--- config.mk ---
export PLATFORM = sky130hd
export DESIGN_NAME = wdt_keyed
export DESIGN_NICKNAME = d
export VERILOG_FILES = /design/src/rtl/wdt_pkg.sv /design/src/rtl/wdt_keygate.sv /design/src/rtl/wdt_countdown.sv /design/src/rtl/wdt_escalate.sv /design/src/rtl/wdt_keyed.sv
export SDC_FILE = /design/constraint.sdc
export NUM_CORES = 1
export LEC_CHECK = 0
export ABC_AREA = 0
export BUFFER_PORTS_ARGS = -buffer_cell sky130_fd_sc_hd__buf_2
export CAP_MARGIN = 5
export CORE_MARGIN = 4
export CORE_UTILIZATION = 38
export CTS_BUF_LIST = sky130_fd_sc_hd__clkbuf_16
export CTS_CLUSTER_DIAMETER = 40
export CTS_CLUSTER_SIZE = 14
export DETAILED_ROUTE_END_ITERATION = 8
export PLACE_DENSITY = 0.65
export SLEW_MARGIN = 20
export SYNTH_ARGS = -nofsm -noshare
export SYNTH_HDL_FRONTEND = slang
export SYNTH_HIERARCHICAL = 1
export SYNTH_SLANG_ARGS = --single-unit
--- constraint.sdc ---
create_clock -name clk -period 2.6 [get_ports clk]
set_input_delay 0 -clock clk [delete_from_list [all_inputs] [get_ports clk]]
set_output_delay 0 -clock clk [all_outputs]
set_load 0.1 [all_outputs]
--- src/rtl/wdt_pkg.sv ---
`timescale 1ns/1ps
package wdt_pkg;
    localparam int KEY_W  = 7;
    localparam int CNT_W  = 9;
    localparam int CTRL_W = KEY_W + CNT_W;
    localparam logic [CNT_W-1:0] ZERO_LOAD = CNT_W'(1) << (CNT_W - 1);

    // Key sits above the count; the count's top bit is the run command.
    typedef struct packed {
        logic [KEY_W-1:0] key;
        logic [CNT_W-1:0] cnt;
    } wdt_ctrl_t;
endpackage

--- src/rtl/wdt_keygate.sv ---
`timescale 1ns/1ps
module wdt_keygate
    import wdt_pkg::*;
(
    input  logic             clk,
    input  logic             rst_n,
    input  logic             wr_en_i,
    input  wdt_ctrl_t        wr_data_i,
    output logic             accept_o,
    output logic [CNT_W-1:0] load_val_o,
    output logic             load_run_o,
    output wdt_ctrl_t        ctrl_o
);
    typedef struct packed {
        wdt_ctrl_t ctrl;
    } gate_st_t;

    gate_st_t st_d, st_q;
    logic     armed;
    logic     key_ok;

    always_comb begin
        st_d       = st_q;
        armed      = st_q.ctrl.cnt[CNT_W-1];
        key_ok     = (wr_data_i.key == ~st_q.ctrl.key);
        accept_o   = wr_en_i && (!armed || key_ok);
        load_val_o = (st_q.ctrl.cnt == '0) ? ZERO_LOAD : st_q.ctrl.cnt;
        load_run_o = wr_data_i.cnt[CNT_W-1];
        if (accept_o) begin
            st_d.ctrl = wr_data_i;
        end
    end

    always_ff @(posedge clk) begin
        if (!rst_n) st_q <= '0;
        else        st_q <= st_d;
    end

    assign ctrl_o = st_q.ctrl;
endmodule

--- src/rtl/wdt_countdown.sv ---
`timescale 1ns/1ps
module wdt_countdown
    import wdt_pkg::*;
#(
    parameter int GRACE_TICKS = 10
) (
    input  logic             clk,
    input  logic             rst_n,
    input  logic             load_i,
    input  logic [CNT_W-1:0] load_val_i,
    input  logic             load_run_i,
    input  logic             tick_i,
    input  logic             stage_i,
    output logic             expire_o,
    output logic             run_o,
    output logic [CNT_W-1:0] cnt_o
);
    localparam logic [CNT_W-1:0] GRACE_LD = CNT_W'(GRACE_TICKS);

    typedef struct packed {
        logic             run;
        logic [CNT_W-1:0] cnt;
    } cd_st_t;

    cd_st_t st_d, st_q;

    always_comb begin
        st_d     = st_q;
        expire_o = 1'b0;
        if (load_i) begin
            st_d.cnt = load_val_i;
            st_d.run = load_run_i;
        end else if (st_q.run && tick_i) begin
            if (st_q.cnt == CNT_W'(1)) begin
                expire_o = 1'b1;
                if (stage_i) begin
                    st_d.run = 1'b0;
                    st_d.cnt = '0;
                end else begin
                    st_d.cnt = GRACE_LD;
                end
            end else begin
                st_d.cnt = st_q.cnt - CNT_W'(1);
            end
        end
    end

    always_ff @(posedge clk) begin
        if (!rst_n) st_q <= '0;
        else        st_q <= st_d;
    end

    assign run_o = st_q.run;
    assign cnt_o = st_q.cnt;
endmodule

--- src/rtl/wdt_escalate.sv ---
`timescale 1ns/1ps
module wdt_escalate (
    input  logic clk,
    input  logic rst_n,
    input  logic clear_i,
    input  logic expire_i,
    output logic stage_o,
    output logic nmi_o,
    output logic rst_req_o
);
    typedef struct packed {
        logic stage;
        logic nmi;
        logic rst_req;
    } esc_st_t;

    esc_st_t st_d, st_q;

    always_comb begin
        st_d = st_q;
        if (expire_i) begin
            if (!st_q.stage) begin
                st_d.stage = 1'b1;
                st_d.nmi   = 1'b1;
            end else begin
                st_d.rst_req = 1'b1;
            end
        end
        if (clear_i) begin
            st_d.stage = 1'b0;
            st_d.nmi   = 1'b0;
        end
    end

    always_ff @(posedge clk) begin
        if (!rst_n) st_q <= '0;
        else        st_q <= st_d;
    end

    assign stage_o   = st_q.stage;
    assign nmi_o     = st_q.nmi;
    assign rst_req_o = st_q.rst_req;
endmodule

--- src/rtl/wdt_keyed.sv ---
`timescale 1ns/1ps
module wdt_keyed
    import wdt_pkg::*;
#(
    parameter int GRACE_TICKS = 10
) (
    input  logic              clk,
    input  logic              rst_n,
    input  logic              wr_en_i,
    input  logic [CTRL_W-1:0] wr_data_i,
    input  logic              tick_i,
    output logic              nmi_o,
    output logic              sys_rst_req_o
);
    logic             accept;
    logic [CNT_W-1:0] load_val;
    logic             load_run;
    wdt_ctrl_t        ctrl_q;
    logic             expire;
    logic             run_q;
    logic [CNT_W-1:0] cnt_q;
    logic             stage_q;

    wdt_keygate u_gate (
        .clk        (clk),
        .rst_n      (rst_n),
        .wr_en_i    (wr_en_i),
        .wr_data_i  (wdt_ctrl_t'(wr_data_i)),
        .accept_o   (accept),
        .load_val_o (load_val),
        .load_run_o (load_run),
        .ctrl_o     (ctrl_q)
    );

    wdt_countdown #(.GRACE_TICKS(GRACE_TICKS)) u_cd (
        .clk        (clk),
        .rst_n      (rst_n),
        .load_i     (accept),
        .load_val_i (load_val),
        .load_run_i (load_run),
        .tick_i     (tick_i),
        .stage_i    (stage_q),
        .expire_o   (expire),
        .run_o      (run_q),
        .cnt_o      (cnt_q)
    );

    wdt_escalate u_esc (
        .clk       (clk),
        .rst_n     (rst_n),
        .clear_i   (accept),
        .expire_i  (expire),
        .stage_o   (stage_q),
        .nmi_o     (nmi_o),
        .rst_req_o (sys_rst_req_o)
    );
endmodule

==> results.json <==
{
  "status": "complete, no violations",
  "dpl.cell_count": 236,
  "io_pins": 22,
  "drt-initial-drc-count": 22,
  "min_to": "u_gate/ctrl_o[11]",
  "ys.flop_type": "dfxtp_1",
  "tns_ns": 0,
  "drt_wl_total_mm": 3.36,
  "final_cell_area_um2": 1900,
  "ys_ff_latch": 29,
  "drt_first_pass_iters": 4,
  "r2r_slack_ns": 0.71,
  "multiInputGateArea_um2": 818,
  "cts_sinks": 29,
  "die_area_um2": 5080,
  "rsz0062_at_grt": "false",
  "gp_congestion": 0.807,
  "final_max_slew_viol_count": 0,
  "worstPathCellList": "ha_1, nor4b_2, nand2_1, nor3_1, nand2b_1, a21oi_2",
  "place_area_um2": 1600,
  "stdcell_count": 258,
  "cp_max_fo": 6,
  "die_w_um": 71.3,
  "io_buffers": 21,
  "synth-edff-count": 0,
  "cts_buffers": 5,
  "cts_resized": 0,
  "worstSetupPathType": "reg2reg",
  "start_util": 0.403,
  "grt_max_degree": 47,
  "antenna_found_initial": 0,
  "maxCapViolCount": 0,
  "regArea_um2": 581,
  "postSynthAreaPerCell_um2": 8.27,
  "diodes": 0,
  "cp.arrival_ns": 2.10,
  "async_flop_share": 0,
  "cts.htree.levels": 2,
  "grt_pass1_vias": 1382,
  "fin_crit_ns": 1.89,
  "via_per_inst": 5.05,
  "nNetsFinal": 231,
  "crit_family": "simple AND/OR/NAND/NOR gates",
  "hold_depth": 3,
  "num_vias": 1302,
  "fin_crit_sh": 0.729,
  "clkTransAtPathRegs_ns": 0.05,
  "insertion_delay_ns": 0.27,
  "cts_tree": "yes",
  "worst_path_largest_cell_delay_ns": 0.43,
  "drc": 0,
  "tightest_slew_ns": 0.719,
  "critPathCaptureType": "register",
  "reg2reg_depth": 6,
  "synth_commonest_cells": "39 x nand2_1, 29 x dfxtp_1, 17 x mux2i_1, 14 x clkbuf_1, 10 x a21oi_1",
  "r2r_start": "u_cd/cnt_o[0]",
  "netlist_instances": 184,
  "dpl.hpwl_mm": 2.12,
  "grt_pass1_wl_mm": 5.97,
  "finClkSkew_ns": 0.00470,
  "crit_buf_inv": 0,
  "leakage_nw": 0.811,
  "num-fill-cells": 353,
  "yosys.area.top_type_share": 0.382,
  "avgRoutedWirePerCell_um": 13.0,
  "synth_area_leaders": "dfxtp_1 38%, mux2i_1 11%, nand2_1 9.6%, xor2_1 4.6%, clkbuf_1 3.5%",
  "syn2layout_area_growth_pct": 24.9,
  "grt_overflow": 0,
  "setup_violations": 0,
  "cts_buffer_depth": 2,
  "fp.dieH_um": 71.3,
  "ir_drop_mv": 0.393,
  "hp-class": "in2reg",
  "grt_usage": 0.148,
  "cellPowerDensity_nw_per_um2": 693,
  "startpoint_type": "register",
  "hold_viol_final": 0,
  "p_total_mw": 1.32,
  "worstPathRequired_ns": 2.81,
  "ant_nets": 0,
  "synth_nets": 206,
  "cts_root_buf": "clkbuf_16",
  "seq_area_frac_synth": 0.382,
  "max_freq_mhz": 528,
  "row_count": 22,
  "synth_area_leader_cell": "dfxtp_1",
  "synthesis.area_um2": 1520,
  "yosysUniqueCellTypes": 38,
  "coreArea_um2": 3770,
  "drive_gt1_frac": 0.157,
  "yosysWarnings": 6,
  "yosysMostFrequentCell": "nand2_1",
  "holdBufCountCts": 14,
  "maxSlewHeadroom": 0.521,
  "hp-start": "wr_data_i[11]",
  "r2r-end": "u_esc/nmi_o",
  "cp_slowest_cell": "nor4b_2",
  "cts_setup_buffers": 0
}
[registers in the layout, summed over array words and instances, names as in the netlist]
| signal | flops |
|---|---|
| u_cd/cnt_o | 9 |
| u_cd/run_o | 1 |
| u_esc/nmi_o | 1 |
| u_esc/rst_req_o | 1 |
| u_esc/stage_o | 1 |
| u_gate/ctrl_o | 16 |
[metrics by stage]
step / util / worst slack (ns) / hold slack (ns)
2_1_floorplan: - / 0.649 / 0.128
3_5_place_dp: 0.424 / 0.761 / 0.256
3_3_place_gp: 0.424 / 0.839 / 0.251
6_report: 0.504 / 0.705 / 0.00162
5_1_grt: 0.504 / 0.520 / 0.0148
4_1_cts: 0.504 / 0.742 / 0.000469
[power breakdown]
group	switching [mW]	internal [mW]	total [mW]
registers	0.0270	0.476	0.503
clock network	0.185	0.443	0.629
logic	0.0968	0.0886	0.185
total	0.309	1.01	1.32
[cells in the final DEF, fill, tap and decap left out, types with 3 or more instances in the layout]
| cell | instances |
|---|---|
| a21oi_1 | 10 |
| nand2_1 | 39 |
| dlygate4sd3_1 | 14 |
| dfxtp_1 | 29 |
| nor2_1 | 5 |
| inv_1 | 8 |
| nor4_1 | 3 |
| nand3_1 | 5 |
| buf_2 | 21 |
| clkbuf_16 | 5 |
| mux2i_1 | 17 |
| o21ai_0 | 9 |
| xor2_1 | 8 |
[per-layer routing]
layer | up-vias | wire, um | global-route usage
met4 | 0 | 44 | 0.0647
li1 | 677 | - | -
met3 | 4 | 114 | 0.0337
met2 | 34 | 1620 | 0.254
met5 | - | 0 | 0
met1 | 587 | 1580 | 0.175
[worst max path at each step]
stage / start / end / slack [ns] / cells past startpoint
after floorplan: u_gate/ctrl_o[11] / u_cd/cnt_o[5] / 0.65 / 10
after global placement: u_cd/cnt_o[0] / u_esc/nmi_o / 0.84 / 6
after detailed placement: u_cd/cnt_o[0] / u_esc/nmi_o / 0.76 / 6
after CTS: u_cd/cnt_o[0] / u_esc/nmi_o / 0.74 / 6
after global routing: u_cd/cnt_o[0] / u_esc/nmi_o / 0.52 / 6
final: u_cd/cnt_o[0] / u_esc/nmi_o / 0.71 / 6
[worst min-delay path: cells and delay by family]
family	cells	cell delay (ns)
buffers and inverters	1	0.11
multiplexers	1	0.06
AND/OR/NAND/NOR	1	0.05
[cell type report]
class	instances	area share
Multi-Input combinational cell	130	0.431
Clock buffer	5	0.0658
Timing Repair Buffer	36	0.133
Inverter	7	0.0138
Sequential cell	29	0.305
Clock inverter	3	0.0197
Tap cell	48	0.0316
[cell families after synthesis]
kind of cell,share of synthesized area
buffers and inverters,0.0806
AOI/OAI and AO/OA,0.142
muxes,0.112
adders and majority gates,0.0164
DFF,0.382
xor gates and xnor gates,0.0461
and+or+nand+nor,0.221
Power figures use the tool's default switching activity.
